$ cat config.mk
export PLATFORM = sky130hd
export DESIGN_NAME = cam_capture_seq
export DESIGN_NICKNAME = d
export VERILOG_FILES = /design/src/rtl/cam_pkg.sv /design/src/rtl/cam_edge_sync.sv /design/src/rtl/cam_seq_fsm.sv /design/src/rtl/cam_line_acc.sv /design/src/rtl/cam_capture_seq.sv
export SDC_FILE = /design/constraint.sdc
export NUM_CORES = 1
export LEC_CHECK = 0
export BUFFER_PORTS_ARGS = -buffer_cell sky130_fd_sc_hd__buf_4
export CAP_MARGIN = 20
export CORE_UTILIZATION = 54
export CTS_CLUSTER_DIAMETER = 80
export DETAILED_ROUTE_END_ITERATION = 16
export PLACE_DENSITY = 0.78
export SKIP_LAST_GASP = 1
export SLEW_MARGIN = 20
export SYNTH_ARGS = -nofsm -noshare
export SYNTH_HDL_FRONTEND = slang
export SYNTH_SLANG_ARGS = --single-unit
export TNS_END_PERCENT = 20
$ cat constraint.sdc
create_clock -name clk_i -period 2.5 [get_ports clk_i]
set_clock_uncertainty 0.05 [all_clocks]
set_input_delay 0.5 -clock clk_i [delete_from_list [all_inputs] [get_ports clk_i]]
set_output_delay 0.5 -clock clk_i [all_outputs]
set_load 0.02 [all_outputs]
$ cat src/rtl/cam_pkg.sv
package cam_pkg;
  typedef enum logic [1:0] {
    ST_WAIT_FRAME = 2'd0,
    ST_WAIT_LINE  = 2'd1,
    ST_IN_LINE    = 2'd2
  } seq_st_e;
endpackage

$ cat src/rtl/cam_edge_sync.sv
module cam_edge_sync #(
  parameter int N      = 3,
  parameter int STAGES = 2
) (
  input  logic         clk_i,
  input  logic         rst_ni,
  input  logic [N-1:0] async_i,
  output logic [N-1:0] rise_o,
  output logic [N-1:0] fall_o
);
  for (genvar b = 0; b < N; b++) begin : g_bit
    logic [STAGES:0] chain_q;  // STAGES sync flops plus one history flop
    always_ff @(posedge clk_i or negedge rst_ni) begin
      if (!rst_ni) chain_q <= '0;
      else         chain_q <= {chain_q[STAGES-1:0], async_i[b]};
    end
    assign rise_o[b] =  chain_q[STAGES-1] & ~chain_q[STAGES];
    assign fall_o[b] = ~chain_q[STAGES-1] &  chain_q[STAGES];
  end
endmodule

$ cat src/rtl/cam_seq_fsm.sv
module cam_seq_fsm
  import cam_pkg::*;
(
  input  logic    clk_i,
  input  logic    rst_ni,
  input  logic    vs_rise_i,
  input  logic    vs_fall_i,
  input  logic    hr_rise_i,
  input  logic    hr_fall_i,
  input  logic    pc_rise_i,
  output seq_st_e state_o,
  output logic    line_start_o,
  output logic    line_end_o,
  output logic    byte_stb_o
);
  seq_st_e st_q, st_d;

  always_comb begin
    st_d = st_q;
    if (vs_rise_i)                           st_d = ST_WAIT_FRAME;
    else if (vs_fall_i || hr_fall_i)         st_d = ST_WAIT_LINE;
    else if (hr_rise_i && st_q == ST_WAIT_LINE) st_d = ST_IN_LINE;
  end

  always_ff @(posedge clk_i or negedge rst_ni) begin
    if (!rst_ni) st_q <= ST_WAIT_FRAME;
    else         st_q <= st_d;
  end

  assign state_o      = st_q;
  assign line_start_o = hr_rise_i && st_q == ST_WAIT_LINE && !vs_rise_i && !vs_fall_i;
  assign line_end_o   = hr_fall_i && st_q == ST_IN_LINE;
  assign byte_stb_o   = pc_rise_i && st_q == ST_IN_LINE;

  a_r2_frame_edge_wins: assert property (@(posedge clk_i) disable iff (!rst_ni)
    vs_rise_i |=> st_q == ST_WAIT_FRAME);
  a_r4_href_ignored_in_frame_wait: assert property (@(posedge clk_i) disable iff (!rst_ni)
    (st_q == ST_WAIT_FRAME && !vs_fall_i && !hr_fall_i) |=> st_q != ST_IN_LINE);
  a_r3_legal_state: assert property (@(posedge clk_i) disable iff (!rst_ni)
    st_q != 2'd3);
endmodule

$ cat src/rtl/cam_line_acc.sv
module cam_line_acc #(
  parameter int LINE_PIX    = 320,
  parameter int FRAME_LINES = 240,
  parameter int PIX_W       = $clog2(LINE_PIX + 2),
  parameter int LINE_W      = $clog2(FRAME_LINES + 2)
) (
  input  logic              clk_i,
  input  logic              rst_ni,
  input  logic              frame_start_i,
  input  logic              line_start_i,
  input  logic              line_end_i,
  input  logic              byte_stb_i,
  input  logic [7:0]        byte_i,
  output logic              pix_valid_o,
  output logic [15:0]       pix_data_o,
  output logic [PIX_W-1:0]  pix_cnt_o,
  output logic [LINE_W-1:0] line_cnt_o,
  output logic              err_o
);
  logic              phase_q;   // 1: high byte held, waiting for low byte
  logic [7:0]        hi_q;
  logic [PIX_W-1:0]  pix_cnt_q;
  logic [LINE_W-1:0] line_cnt_q;
  logic              err_q;
  logic              bad_line;

  assign bad_line = phase_q || (pix_cnt_q != PIX_W'(LINE_PIX));

  always_ff @(posedge clk_i or negedge rst_ni) begin
    if (!rst_ni) begin
      phase_q     <= 1'b0;
      hi_q        <= '0;
      pix_cnt_q   <= '0;
      pix_valid_o <= 1'b0;
      pix_data_o  <= '0;
    end else begin
      pix_valid_o <= 1'b0;
      if (line_start_i) begin
        phase_q   <= 1'b0;
        pix_cnt_q <= '0;
      end else if (byte_stb_i) begin
        phase_q <= ~phase_q;
        if (!phase_q) begin
          hi_q <= byte_i;
        end else begin
          pix_data_o  <= {hi_q, byte_i};
          pix_valid_o <= 1'b1;
          if (pix_cnt_q != '1) pix_cnt_q <= pix_cnt_q + 1'b1;
        end
      end
    end
  end

  always_ff @(posedge clk_i or negedge rst_ni) begin
    if (!rst_ni) begin
      line_cnt_q <= '0;
      err_q      <= 1'b0;
    end else begin
      if (frame_start_i)                        line_cnt_q <= '0;
      else if (line_end_i && line_cnt_q != '1)  line_cnt_q <= line_cnt_q + 1'b1;
      if (line_end_i && bad_line)               err_q <= 1'b1;
    end
  end

  assign pix_cnt_o  = pix_cnt_q;
  assign line_cnt_o = line_cnt_q;
  assign err_o      = err_q;

  a_r6_pair_closed: assert property (@(posedge clk_i) disable iff (!rst_ni)
    pix_valid_o |-> !phase_q);
  a_r8_clear_on_start: assert property (@(posedge clk_i) disable iff (!rst_ni)
    line_start_i |=> pix_cnt_q == '0 && !phase_q);
endmodule

$ cat src/rtl/cam_capture_seq.sv
module cam_capture_seq
  import cam_pkg::*;
#(
  parameter int LINE_PIX    = 320,
  parameter int FRAME_LINES = 240,
  parameter int SYNC_STAGES = 2,
  localparam int PIX_W      = $clog2(LINE_PIX + 2),
  localparam int LINE_W     = $clog2(FRAME_LINES + 2)
) (
  input  logic              clk_i,
  input  logic              rst_ni,
  input  logic              vsync_i,
  input  logic              href_i,
  input  logic              pclk_i,
  input  logic [7:0]        data_i,
  output logic [1:0]        state_o,
  output logic              xfer_req_o,
  output logic              pix_valid_o,
  output logic [15:0]       pix_data_o,
  output logic              frame_arm_o,
  output logic              line_arm_o,
  output logic [PIX_W-1:0]  pix_cnt_o,
  output logic [LINE_W-1:0] line_cnt_o,
  output logic              err_o
);
  logic [2:0] rise, fall;
  logic [7:0] data_dly [SYNC_STAGES];
  seq_st_e    st;
  logic       line_start, line_end, byte_stb;

  cam_edge_sync #(.N(3), .STAGES(SYNC_STAGES)) u_sync (
    .clk_i, .rst_ni,
    .async_i ({pclk_i, href_i, vsync_i}),
    .rise_o  (rise),
    .fall_o  (fall)
  );

  // Byte bus delayed to line up with the pixel-clock edge detector.
  always_ff @(posedge clk_i or negedge rst_ni) begin
    if (!rst_ni) begin
      for (int i = 0; i < SYNC_STAGES; i++) data_dly[i] <= '0;
    end else begin
      data_dly[0] <= data_i;
      for (int i = 1; i < SYNC_STAGES; i++) data_dly[i] <= data_dly[i-1];
    end
  end

  cam_seq_fsm u_fsm (
    .clk_i, .rst_ni,
    .vs_rise_i    (rise[0]),
    .vs_fall_i    (fall[0]),
    .hr_rise_i    (rise[1]),
    .hr_fall_i    (fall[1]),
    .pc_rise_i    (rise[2]),
    .state_o      (st),
    .line_start_o (line_start),
    .line_end_o   (line_end),
    .byte_stb_o   (byte_stb)
  );

  cam_line_acc #(.LINE_PIX(LINE_PIX), .FRAME_LINES(FRAME_LINES)) u_acc (
    .clk_i, .rst_ni,
    .frame_start_i (rise[0]),
    .line_start_i  (line_start),
    .line_end_i    (line_end),
    .byte_stb_i    (byte_stb),
    .byte_i        (data_dly[SYNC_STAGES-1]),
    .pix_valid_o,
    .pix_data_o,
    .pix_cnt_o,
    .line_cnt_o,
    .err_o
  );

  always_ff @(posedge clk_i or negedge rst_ni) begin
    if (!rst_ni) begin
      xfer_req_o  <= 1'b0;
      frame_arm_o <= 1'b0;
      line_arm_o  <= 1'b0;
    end else begin
      xfer_req_o  <= byte_stb;
      frame_arm_o <= rise[0];
      line_arm_o  <= line_end;
    end
  end

  assign state_o = st;

  a_r5_req_only_in_line: assert property (@(posedge clk_i) disable iff (!rst_ni)
    xfer_req_o |-> $past(st == ST_IN_LINE));
  a_r6_valid_has_req: assert property (@(posedge clk_i) disable iff (!rst_ni)
    pix_valid_o |-> xfer_req_o);
  a_r2_arm_clears_lines: assert property (@(posedge clk_i) disable iff (!rst_ni)
    frame_arm_o |-> line_cnt_o == '0);
  a_r9_err_sticky: assert property (@(posedge clk_i) disable iff (!rst_ni)
    err_o |=> err_o);
  a_r7_line_arm_leaves_line: assert property (@(posedge clk_i) disable iff (!rst_ni)
    line_arm_o |-> st != ST_IN_LINE);
endmodule

== Yosys cells after proc, flatten, opt, wreduce, memory -nomap -nowiden ==
Cells that the tools add are included.
Cells by class
  reductions and logical operators: 19
  add/sub/neg operators: 2
  mux-type cells: 14
  bitwise operators: 12
  equal/unequal tests: 5
Operators with widths (count)
  $mux 9: 4
  $ne 9x9->1 const B: 2
  $mux 8: 2
  $add 9x1->9 const B: 1
  $reduce_and 3->1: 3
  $add 8x1->8 const B: 1
  $ne 8x8->1 const B: 1
  $reduce_bool 2->1: 4
  $logic_and 1x1->1: 7
  $not 1->1: 7
  $mux 2: 3
  $and 1x1->1: 5
  $mux 1: 5
  $reduce_bool 3->1: 1
  $eq 2x1->1 const B: 1
  $eq 2x2->1 const B: 1
  $logic_not 1->1: 2
  $logic_or 1x1->1: 2
Storage, ports and cells
  bits of input ports: 13
  output and inout port bits: 40
  register bits: 74
  logic and storage cells: 68

== Longest topological paths before layout ==
Gate-level depths: netlist of run 1.
  depth in word-level cells: 7
  depth in mapped cells: 8

== Hierarchy ==
From an unflattened synthesis of run 1, not the netlist that was laid out.
Unflattened totals
  cells, all modules: 200
  area, all modules: 2815.2 µm²
Modules (own cells, without submodules)
  cam_line_acc: seq. area each 1101.1 µm², area each 1953.1 µm², instances 1, cells an instance 154
  cam_capture_seq: seq. area each 475.5 µm², area each 475.5 µm², instances 1, cells an instance 19
  cam_edge_sync: seq. area each 225.2 µm², area each 262.8 µm², instances 1, cells an instance 15
  cam_seq_fsm: seq. area each 50.0 µm², area each 123.9 µm², instances 1, cells an instance 12

== Worst setup path after synthesis of run 1 ==
No wires, ideal clock.
  kind: register to register
  start: register u_acc.pix_cnt_q[0], in the netlist u_acc.pix_cnt_o[0]
  end: register u_acc.pix_cnt_q[0], in the netlist u_acc.pix_cnt_o[0]
  setup slack: 0.515 ns
  stages on the path, launching flop included: 8
  clock period less this slack: 1.985 ns
  arrival: 1.810 ns
  required time: 2.325 ns
  cell sequence: dfrtp_1 > ha_1 > nand2_1 > nor2_1 > ha_1 > nor3b_1 > nor2_1 > mux2_2
On the way
  cells in the longest elaborated chain, start to end: 5
Ends and longest elaborated chain
  start: declaration: RTL line cam_line_acc.sv:22  | logic [PIX_W-1:0] pix_cnt_q;
  start signal: assignment: RTL line cam_line_acc.sv:48  | if (pix_cnt_q != '1) pix_cnt_q <= pix_cnt_q + 1'b1;
  $add 9x1->9: RTL line cam_line_acc.sv:48
  $mux 9: RTL line cam_line_acc.sv:48
  $mux 9: RTL line cam_line_acc.sv:43  | if (!phase_q) begin
  $mux 9: RTL line cam_line_acc.sv:41  | end else if (byte_stb_i) begin
  $mux 9: RTL line cam_line_acc.sv:38  | if (line_start_i) begin
Several ways; a longest one is shown, not always the timed one. The select of a mux whose other input is x is not followed.
A chain may end at the register's enable or synchronous reset.

== Worst setup path after layout of run 1 ==
  start: register u_acc.pix_cnt_q[0], in the netlist u_acc.pix_cnt_o[0]
  end: register u_acc.pix_cnt_q[2], in the netlist u_acc.pix_cnt_o[2]
Same word-level chain as after synthesis.

==> results_dict.tcl, run 1 <==
set metrics [dict create \
    outcome "finished clean" \
    seqPwrFrac 0.549 \
    synth_enable_flop_cells 0 \
    syn_area_um2 2768 \
    yosys-top-cells-count "dfrtp_1, mux2_2, nor2_1" \
    ys_ff_latch 74 \
    synth_most_common_cell "dfrtp_1" \
    slew_headroom 0.4106 \
    die_h_um 73.59 \
    antennaDiodeCount 0 \
    drt-initial-drc-count 75 \
    start_kind "flip-flop" \
    fillCellCount 368 \
    antenna_found_initial 0 \
    initial_core_util 0.5745 \
    switching_share 0.2360 \
    pwr-share-comb 0.087 \
    drt.antenna.violating_nets 0 \
    synth.avg_cell_area_um2 13.77 \
    synthArstFlopShare 1.000 \
    rsz0062_at_grt "no" \
    synth_sequential_area_ratio 0.6691 \
    postCtsHoldBufs 0 \
    design_area_um2 3422 \
    synth_top_cells_by_area "dfrtp_1, mux2_2, xor2_1" \
    grt_pass1_vias 1683 \
    p_leak_nw 1.692 \
    yosysTopAreaCell "dfrtp_1" \
    root_buffer "clkbuf_8" \
    grt.overflow.total 0 \
    ioPinCount 53 \
    p_switching_mw 0.5793 \
    intPower_mw 1.876 \
    vias 1709 \
    fp.dieW_um 73.59 \
    postSynthCellCount 201 \
    grt_use_total 0.2036 \
    post_cts_buffers 0 \
    final_max_slew_viol_count 0 \
    cp_max_fo 6 \
    wl_um 4861 \
    rows 25 \
    viasPerCell 5.163 \
    grt_max_degree 75 \
    pwr-share-clk 0.364 \
    grt_pass1_wl_um 7907 \
    peakVddDrop_mv 0.4938 \
    worst_setup_path_end_kind "flip-flop" \
    cts_resized 0 \
    synth_top_flop_cell "dfrtp_1" \
    cts_buffer_depth 2 \
    cp.required_ns 2.72 \
    synth_cell_types 38 \
    placed_cell_area_um2 3229 \
    hold_class "input port to asynchronous set/reset pin" \
    wire_per_inst_um 14.69 \
    crit_arrival_ns 2.23 \
    path_clk_slew_ns 0.08 \
    fin_tns_setup_ns 0 \
    clock_sink_count 74 \
    yosysWarnings 0 \
    h-tree-depth 3 \
    coreArea_um2 4817 \
    final_layout_size_suffix_gt1_frac 0.3750 \
    synth_top_area_share 0.6691 \
    synthesis.nets 218 \
    first_pass_iters 4 \
    drc_errors 0 \
    timing.fmax_mhz 496.2 \
    timing.final.crit_share 0.8061 \
    area_growth_pct 23.64 \
    port-buffer-count 52 \
    place_hpwl_um 3249 \
    period_needed_ns 2.015 \
    clock_latency_ns 0.34 \
    drv_cap 0 \
    fin_nets 277 \
    cts_made_buffers 9 \
    gp_congestion 0.8424 \
    cts_tree "done" \
    finalSetupViolCount 0 \
    hold_viol 0 \
    powerDensity_nw_per_um2 717.5 \
    die_area_um2 5415 \
    tightest_slew_ns 0.8841 \
    crit_type "flip-flop to flip-flop" \
]
-- logic make-up (layout without fill, tap and decap cells) --
family / Yosys count / in the layout / synth area share
buffers and inverters: 13 / 76 / 0.01944
AO/OA/AOI/OAI: 22 / 22 / 0.04747
XOR/XNOR: 10 / 10 / 0.03164
AND/OR/NAND/NOR: 52 / 52 / 0.1090
flip-flops: 74 / 74 / 0.6691
multiplexers: 26 / 26 / 0.1053
adder cells (fa/ha/maj): 4 / 4 / 0.01808
-- registers in the layout (all words and copies together), names as in the netlist, 2 cells and up --
name,cells
u_sync.g_bit.chain_q,9
u_acc.line_cnt_o,8
u_acc.hi_q,8
u_acc.pix_cnt_o,9
data_dly,16
u_fsm.state_o,2
u_acc.pix_data_o,16
-- critical path, cell delays in order (launching register included) --
cell     delay (ns)
dfrtp_1        0.45
ha_1           0.27
nand2_1        0.07
nor2_1         0.04
ha_1           0.21
nor3b_1        0.44
buf_4          0.21
nand3_1        0.07
a21oi_1        0.14
-- layout make-up --
| type | instances | area, um^2 | area share |
|---|---|---|---|
| tap | 67 | 83.83 | 0.02450 |
| clock buffer | 10 | 137.6 | 0.04022 |
| timing repair buffer | 54 | 405.4 | 0.1185 |
| multi-input combinational | 114 | 862.1 | 0.2519 |
| inverter | 7 | 26.28 | 0.007678 |
| sequential | 74 | 1852 | 0.5411 |
| clock inverter | 5 | 55.05 | 0.01609 |
-- power groups by stage --
| stage | Combinational, mW | Sequential, mW | Clock [mW] |
|---|---|---|---|
| 6_report | 0.214 | 1.35 | 0.893 |
| 5_1_grt | 0.234 | 1.36 | 0.961 |
| 4_1_cts | 0.219 | 1.35 | 0.915 |
| 3_5_place_dp | 0.218 | 1.37 | 0 |
| 3_3_place_gp | 0.212 | 1.36 | 0 |
| 2_1_floorplan | 0.0910 | 1.39 | 0 |
-- worst paths after layout --
path / start / endpoint / slack, ns / depth (start not counted)
hold / removal: rst_ni / u_acc.line_cnt_o[7]$_DFFE_PN0P_ / 0.21 / 1
max in group asynchronous: rst_ni / u_sync.g_bit[1].chain_q[2]$_DFF_PN0_ / 1.60 / 1
setup / recovery: u_acc.pix_cnt_o[0]$_DFFE_PN0P_ / u_acc.pix_cnt_o[2]$_DFFE_PN0P_ / 0.48 / 8
min in group clk_i: data_i[2] / data_dly[10]$_DFF_PN0_ / 0.21 / 1
hold reg to reg: data_dly[14]$_DFF_PN0_ / data_dly[6]$_DFF_PN0_ / 0.30 / 0
setup reg to reg: u_acc.pix_cnt_o[0]$_DFFE_PN0P_ / u_acc.pix_cnt_o[2]$_DFFE_PN0P_ / 0.48 / 8
-- layout by cell type, fill, tap and decap left out, drive strengths merged, types with 2 or more instances in the layout --
| master | n |
|---|---|
| a21oi | 6 |
| and3 | 2 |
| buf | 54 |
| clkbuf | 10 |
| clkinv | 2 |
| clkinvlp | 2 |
| dfrtp | 74 |
| ha | 4 |
| inv | 7 |
| mux2 | 25 |
| nand2 | 9 |
| nand2b | 3 |
| nand3 | 3 |
| nand3b | 2 |
| nand4 | 2 |
| nor2 | 13 |
| nor2b | 2 |
| nor3 | 4 |
| nor4 | 2 |
| o211ai | 3 |
| o21ai | 8 |
| o31ai | 2 |
| or3 | 3 |
| xnor2 | 4 |
| xor2 | 6 |
-- per-stage QoR --
step / setup slack, ns / power, mW / hold slack (ns) / std cells / util
global placement: 0.6013 / 1.576 / 0.2814 / 316 / 0.6704
CTS: 0.4906 / 2.483 / 0.1960 / 331 / 0.7104
global route: 0.2855 / 2.555 / 0.1923 / 331 / 0.7104
detailed placement: 0.5064 / 1.591 / 0.2847 / 316 / 0.6704
finish: 0.4848 / 2.455 / 0.2094 / 331 / 0.7104
floorplan: 0.5152 / 1.478 / 0.1544 / 201 / -
-- routing by layer --
layer / up-vias / wire length [um] / track usage
met1: 859 / 2131 / 0.2549
met3: 5 / 207 / 0.07407
met2: 34 / 2456 / 0.3252
li1: 811 / - / -
met5: - / 0 / 0
met4: 0 / 65 / 0.07692
(Power assumes the default switching activity.)
==> inputs of run 2 (changes only) <==
==> constraint.sdc (replaced) <==
create_clock -name clk_i -period 2.1 [get_ports clk_i]
set_clock_uncertainty 0.05 [all_clocks]
set_input_delay 0.42 -clock clk_i [delete_from_list [all_inputs] [get_ports clk_i]]
set_output_delay 0.42 -clock clk_i [all_outputs]
set_load 0.02 [all_outputs]
==> run 2 against run 1 <==
Clock power rose by 48%. Cell area rose by 2.7%. Total power grew 30%. Flip-flop and latch count stayed put. Global-route usage down 0.27 points. First-iteration DRC count up 17%. Wire length down 1.8%. Via count is essentially flat. Clock-buffer cell count stayed put. Hold slack worse by 0.077 ns. Utilization rose by 1.9 points. Sequential share of layout area decreased by 1.4 points. Largest cell class unchanged. Largest power group unchanged. Highest routed layer unchanged.
==> results_dict.tcl, run 2 (synthesis gave the netlist of run 1 again) <==
set metrics [dict create \
    outcome "finished clean" \
    timing.final.crit_share 0.9240 \
    crit_top_cell "ha_1" \
    cts_resized 0 \
    pwr-share-clk 0.415 \
    antennaDiodeCount 0 \
    cp_max_fo 6 \
    first_pass_iters 4 \
    ioPinCount 53 \
    cp_slowest_stage_delay_ns 0.48 \
    viasPerCell 5.083 \
    final_max_slew_viol_count 0 \
    grt_pass1_wl_um 7803 \
    cts_made_buffers 9 \
    root_buffer "clkbuf_8" \
    placed_cell_area_um2 3264 \
    worstRegToRegCells 7 \
    crit_arrival_ns 2.16 \
    drt.antenna.violating_nets 0 \
    fp.dieW_um 73.59 \
    coreArea_um2 4817 \
    drt-met1-wl_um 2150 \
    clock_latency_ns 0.34 \
    path_clk_slew_ns 0.08 \
    drt-initial-drc-count 88 \
    pwr-share-comb 0.082 \
    gp_congestion 0.8305 \
    finalSetupViolCount 0 \
    cp.required_ns 2.32 \
    area_growth_pct 26.99 \
    antenna_found_initial 0 \
    path_depth 7 \
    rrSetupSlack_ns 0.16 \
    hold_path_depth 1 \
    drv_cap 0 \
    clock_sink_count 74 \
    crit_end "u_acc.pix_cnt_o[7]$_DFFE_PN0P_" \
    cts_buffer_depth 2 \
    wl_met2_um 2372 \
    rsz0062_at_grt "no" \
    switching_share 0.2265 \
    cts_tree "done" \
    intPower_mw 2.465 \
    post_cts_buffers 0 \
    start_kind "flip-flop" \
    startpoint "u_acc.pix_cnt_o[0]$_DFFE_PN0P_" \
    drc_errors 0 \
    wl_met3_um 188 \
    timing.rr.end "u_acc.pix_cnt_o[7]$_DFFE_PN0P_" \
    die_area_um2 5415 \
    slowest_stage "or4_1" \
    rows 25 \
    layout.cells.most_common "dfrtp_1" \
    mostFrequentLayoutCells "dfrtp_1, buf_4, mux2_2, nor2_1, clkbuf_8" \
    grt_use_total 0.2009 \
    cp_top_family "simple AND/OR/NAND/NOR gates" \
    die_h_um 73.59 \
    top_regs "data_dly x16, u_acc.pix_data_o x16" \
    h-tree-depth 3 \
    seqPwrFrac 0.503 \
    path_cells "ha_1 -> nand2_1 -> nor2_1 -> ha_1 -> nand3b_1 -> or4_1 -> a21oi_1" \
    powerDensity_nw_per_um2 906.8 \
    port-buffer-count 52 \
    design_area_um2 3515 \
    grt_max_degree 53 \
    final_layout_size_suffix_gt1_frac 0.3792 \
    fin_tns_setup_ns 0 \
    hold_viol 0 \
    p_switching_mw 0.7217 \
    wire_per_inst_um 14.21 \
    place_hpwl_um 3088 \
    crit_type "flip-flop to flip-flop" \
    postCtsHoldBufs 1 \
    top_layer_used "met4" \
    wl_um 4773 \
    initial_core_util 0.5745 \
    vias 1708 \
    grt_pass1_vias 1614 \
    critPathBufInv 0 \
    hold_class "input port to flip-flop" \
    timing.fmax_mhz 515.3 \
    worst_setup_path_end_kind "flip-flop" \
    peakVddDrop_mv 0.8770 \
    r2r-start "u_acc.pix_cnt_o[0]$_DFFE_PN0P_" \
    slew_headroom 0.5473 \
    p_leak_nw 1.742 \
    tightest_slew_ns 0.6776 \
    fin_nets 281 \
    period_needed_ns 1.940 \
    grt.overflow.total 0 \
]
## run 2: cell count changes in the layout (fill, tap and decap cells not counted)
cell	previous run	this run
clkinvlp_4	2	0
clkinv_2	2	1
dlygate4sd3_1	0	1
bufinv_16	1	3
buf_12	0	1
clkbuf_8	10	9
inv_6	0	2
buf_4	54	56
clkbuf_1	0	1
## run 2: how the worst min path moves through the flow
stage | start | end | slack [ns]
2_1_floorplan | rst_ni | data_dly[0]$_DFF_PN0_ | 0.07
3_3_place_gp | data_dly[10]$_DFF_PN0_ | data_dly[2]$_DFF_PN0_ | 0.28
3_5_place_dp | data_dly[11]$_DFF_PN0_ | data_dly[3]$_DFF_PN0_ | 0.28
4_1_cts | data_i[2] | data_dly[10]$_DFF_PN0_ | 0.11
5_1_grt | data_i[5] | data_dly[13]$_DFF_PN0_ | 0.11
6_report | data_i[1] | data_dly[9]$_DFF_PN0_ | 0.13
## run 2: per-layer routing
| metal | GRT usage | vias to the layer above |
|---|---|---|
| met3 | 0.06722 | 6 |
| met1 | 0.2603 | 843 |
| met4 | 0.08333 | 0 |
| met2 | 0.3119 | 38 |
| li1 | - | 821 |
| met5 | 0 | - |
## run 2: stage by stage
stage | setup slack [ns] | total power [mW] | std cells | hold slack, ns | utilization
2_1_floorplan | 0.1152 | 1.759 | 201 | 0.07441 | -
4_1_cts | 0.1597 | 3.221 | 336 | 0.1134 | 0.7296
3_5_place_dp | 0.1937 | 1.896 | 319 | 0.2847 | 0.6777
6_report | 0.1595 | 3.187 | 336 | 0.1320 | 0.7296
5_1_grt | 0.05175 | 3.312 | 336 | 0.1108 | 0.7296
3_3_place_gp | 0.2392 | 1.882 | 319 | 0.2817 | 0.6777
## run 2: worst reg2reg max path, cell delays in order, from the launching register on
cell	delay, ns
dfrtp_1	0.45
ha_1	0.26
nand2_1	0.07
nor2_1	0.04
ha_1	0.20
nand3b_1	0.18
or4_1	0.48
a21oi_1	0.15
## run 2: area by class of cell
class / instances / area (um^2)
Timing Repair Buffer: 58 / 450.4
Clock buffer: 10 / 127.6
Fill cell: 355 / 1303
Clock inverter: 6 / 112.6
Tap cell: 67 / 83.83
Multi-Input combinational cell: 114 / 862.1
Sequential cell: 74 / 1852
Inverter: 7 / 26.28
## run 2: power groups by stage
| stage | Combinational (mW) | Sequential [mW] | Clock, mW |
|---|---|---|---|
| finish | 0.261 | 1.60 | 1.32 |
| global route | 0.284 | 1.62 | 1.41 |
| CTS | 0.266 | 1.60 | 1.35 |
| detailed placement | 0.265 | 1.63 | 0 |
| global placement | 0.257 | 1.62 | 0 |
| floorplan | 0.108 | 1.65 | 0 |
==> inputs of run 3 (changes only) <==
--- a/config.mk
+++ b/config.mk
@@ -5,6 +5,7 @@
 export SDC_FILE = /design/constraint.sdc
 export NUM_CORES = 1
 export LEC_CHECK = 0
+export ABC_AREA = 1
 export BUFFER_PORTS_ARGS = -buffer_cell sky130_fd_sc_hd__buf_4
 export CAP_MARGIN = 20
 export CORE_UTILIZATION = 54
==> run 3 against run 2 <==
Sequential power fell by 3%. Sequential share of layout area shrank 0.70 points. Maximum frequency up 2.8%. Critical path depth increased by 3. Register-to-register slack improved by 0.05 ns. Non-clock buffer count shrank 4. Utilization decreased by 4.1 points. Largest power group unchanged.
==> results_dict.tcl, run 3 <==
set metrics [dict create \
    die_h_um 75.82 \
    grt.overflow.total 0 \
    synth.avg_cell_area_um2 9.809 \
    worstRegToRegCells 10 \
    cts_tree "done" \
    tightest_slew_ns 0.4714 \
    final_max_slew_viol_count 0 \
    total_power_mw 2.695 \
    synth_compound_area_frac 0.06505 \
    cts_buffer_depth 2 \
    rsz0062_at_grt "no" \
    clock_latency_ns 0.34 \
    drt.antenna.violating_nets 0 \
    yosysTopAreaCell "dfrtp_1" \
    synth_sequential_area_ratio 0.6293 \
    cp_max_fo 11 \
    peakVddDrop_mv 0.5974 \
    top_regs "data_dly x16, u_acc.pix_data_o x16" \
    grt_max_degree 45 \
    clock_sink_count 74 \
    synth_simple_gate_area_share 0.2270 \
    synth_top_cells_by_area "dfrtp_1, nand2_1, inv_1" \
    fillCellCount 413 \
    coreArea_um2 5172 \
    synth.area.mux_share 0 \
    area_growth_pct 21.05 \
    drt-initial-drc-count 158 \
    cts_made_buffers 9 \
    synth_most_common_cell "nand2_1" \
    yosysWarnings 0 \
    place_hpwl_um 3746 \
    busiest_layer "met2" \
    h-tree-depth 3 \
    ys_ff_latch 74 \
    synth_top_area_share 0.6293 \
    p_switching_mw 0.6743 \
    grt_pass1_vias 2040 \
    first_pass_iters 4 \
    yosys-top-cells-count "nand2_1, dfrtp_1, inv_1" \
    layout.cells.most_common "nand2_1" \
    synth_cell_types 24 \
    grt_use_total 0.2149 \
    r2r-start "u_acc.pix_cnt_o[0]$_DFFE_PN0P_" \
    vias 2147 \
    viasPerCell 4.936 \
    hold_class "input port to flip-flop" \
    period_needed_ns 1.887 \
    rows 26 \
    worstHoldStart "data_i[1]" \
    fin_tns_setup_ns 0 \
    grt_pass1_wl_um 8983 \
    cp.required_ns 2.28 \
    timing.fmax_mhz 530.0 \
    fin_nets 378 \
    finalCoreUtilization 0.6887 \
    grt_use_met3 0.05952 \
    startpoint "u_acc.pix_cnt_o[0]$_DFFE_PN0P_" \
    crit_arrival_ns 2.07 \
    synthesis.nets 317 \
    wire_per_inst_um 12.33 \
    mostFrequentLayoutCells "nand2_1, dfrtp_1, buf_4, inv_1, nor2_1" \
    crit_type "flip-flop to flip-flop" \
    drc_errors 0 \
    final_layout_size_suffix_gt1_frac 0.2466 \
    postSynthCellCount 300 \
    fp.dieW_um 75.82 \
    root_buffer "clkbuf_8" \
    synth_top_family_by_area "simple AND/OR/NAND/NOR gates" \
    post_synth_xor_area_fraction 0.005952 \
    path_clk_slew_ns 0.07 \
    hold_path_depth 1 \
    worst_setup_path_end_kind "flip-flop" \
    pwr-share-clk 0.337 \
    wl_um 5365 \
    start_kind "flip-flop" \
    synth_fa_ha_area_frac 0.01701 \
    powerDensity_nw_per_um2 756.5 \
    synth_top_flop_cell "dfrtp_1" \
    gp_congestion 0.8934 \
    pwr-share-comb 0.085 \
    slew_headroom 0.6857 \
    synth_enable_flop_cells 0 \
    syn_area_um2 2943 \
    drv_cap 0 \
    timing.rr.end "u_acc.pix_cnt_o[5]$_DFFE_PN0P_" \
    antennaDiodeCount 0 \
    outcome "finished clean" \
    p_leak_nw 1.875 \
    timing.final.crit_share 0.8985 \
    hold_viol 0 \
    initial_core_util 0.5689 \
    antenna_found_initial 0 \
    synthArstFlopShare 1.000 \
    rrSetupSlack_ns 0.21 \
    seqPwrFrac 0.578 \
    finalSetupViolCount 0 \
    die_area_um2 5749 \
    met2_usage 0.3215 \
    intPower_mw 2.021 \
    switching_share 0.2502 \
    use_met1 0.2970 \
    port-buffer-count 52 \
    crit_end "u_acc.pix_cnt_o[5]$_DFFE_PN0P_" \
    ioPinCount 53 \
]
==> run 3: changes by cell type after synthesis, moves of 6 or more <==
cell     before  now
mux2_2       25    0
o21ai_1       0   11
inv_1         7   26
nand4_1       2    8
o21ai_2       0    6
nand3_1       2   15
nor2_1       12   18
nand2_1       8  100
==> run 3: through the flow <==
stage	std cells	setup WS, ns	cell area [um^2]	hold WS (ns)
2_1_floorplan	300	0.2663	2943	0.07441
3_3_place_gp	419	0.2713	3396	0.2818
3_5_place_dp	419	0.1274	3396	0.2847
4_1_cts	435	0.1135	3558	0.1161
5_1_grt	435	0.07540	3562	0.1142
6_report	435	0.2132	3562	0.1310
==> run 3: how the worst min path moves through the flow <==
stage                                           end  slack (ns)
2_1_floorplan                 data_dly[0]$_DFF_PN0_        0.07
3_3_place_gp   u_sync.g_bit[1].chain_q[1]$_DFF_PN0_        0.28
3_5_place_dp                  data_dly[7]$_DFF_PN0_        0.28
4_1_cts                       data_dly[9]$_DFF_PN0_        0.12
5_1_grt                      data_dly[10]$_DFF_PN0_        0.11
6_report                      data_dly[9]$_DFF_PN0_        0.13
==> run 3: power by group through the flow <==
| stage | clock (mW) | combinational (mW) | sequential (mW) |
|---|---|---|---|
| after detailed placement | 0 | 0.232 | 1.58 |
| after CTS | 0.934 | 0.233 | 1.56 |
| final | 0.908 | 0.229 | 1.56 |
| after floorplan | 0 | 0.0947 | 1.61 |
| after global routing | 0.990 | 0.256 | 1.57 |
| after global placement | 0 | 0.223 | 1.58 |
==> run 3: cell families (layout without fill, tap and decap cells) <==
group | after synthesis | count (layout)
AOI/OAI and AO/OA | 31 | 31
xor gates and xnor gates | 2 | 2
adders and majority gates | 4 | 4
buffers and inverters | 35 | 100
DFF | 74 | 74
and+or+nand+nor | 154 | 154
==> run 3: metal layers <==
layer / routed length, um / vias to the layer above / share of wire
met2: 2479 / 59 / 0.46
li1: - / 1069 / -
met4: 78 / 0 / 0.015
met1: 2583 / 1012 / 0.48
met3: 224 / 7 / 0.042
met5: 0 / - / 0
==> run 3: final cells by class <==
class	instances	area [um^2]	share of cell area
clock buffers	12	135.1	0.03793
clock inverters	3	17.52	0.004917
inverters	31	118.9	0.03337
multi-input cells	191	930.9	0.2613
flip-flops and latches	74	1852	0.5198
well taps	70	87.58	0.02459
repair buffers	54	420.4	0.1180
==> run 3: timing repair <==
action	4_1_cts	5_1_grt
endpoints found under the setup margin	0	6
hold endpoints to repair	30	0
hold buffers	1	0
buffers inserted	0	0
gates resized for setup	0	1
==> run 3: critical path, stage by stage, from the launching register on <==
cell and delay (ns):
dfrtp_1 0.42, ha_1 0.26, nand4_1 0.12, nor3_1 0.06
ha_1 0.18, nor2_2 0.11, inv_2 0.05, nor2_4 0.26
a21oi_2 0.12, nand2_1 0.09, nand2_1 0.05
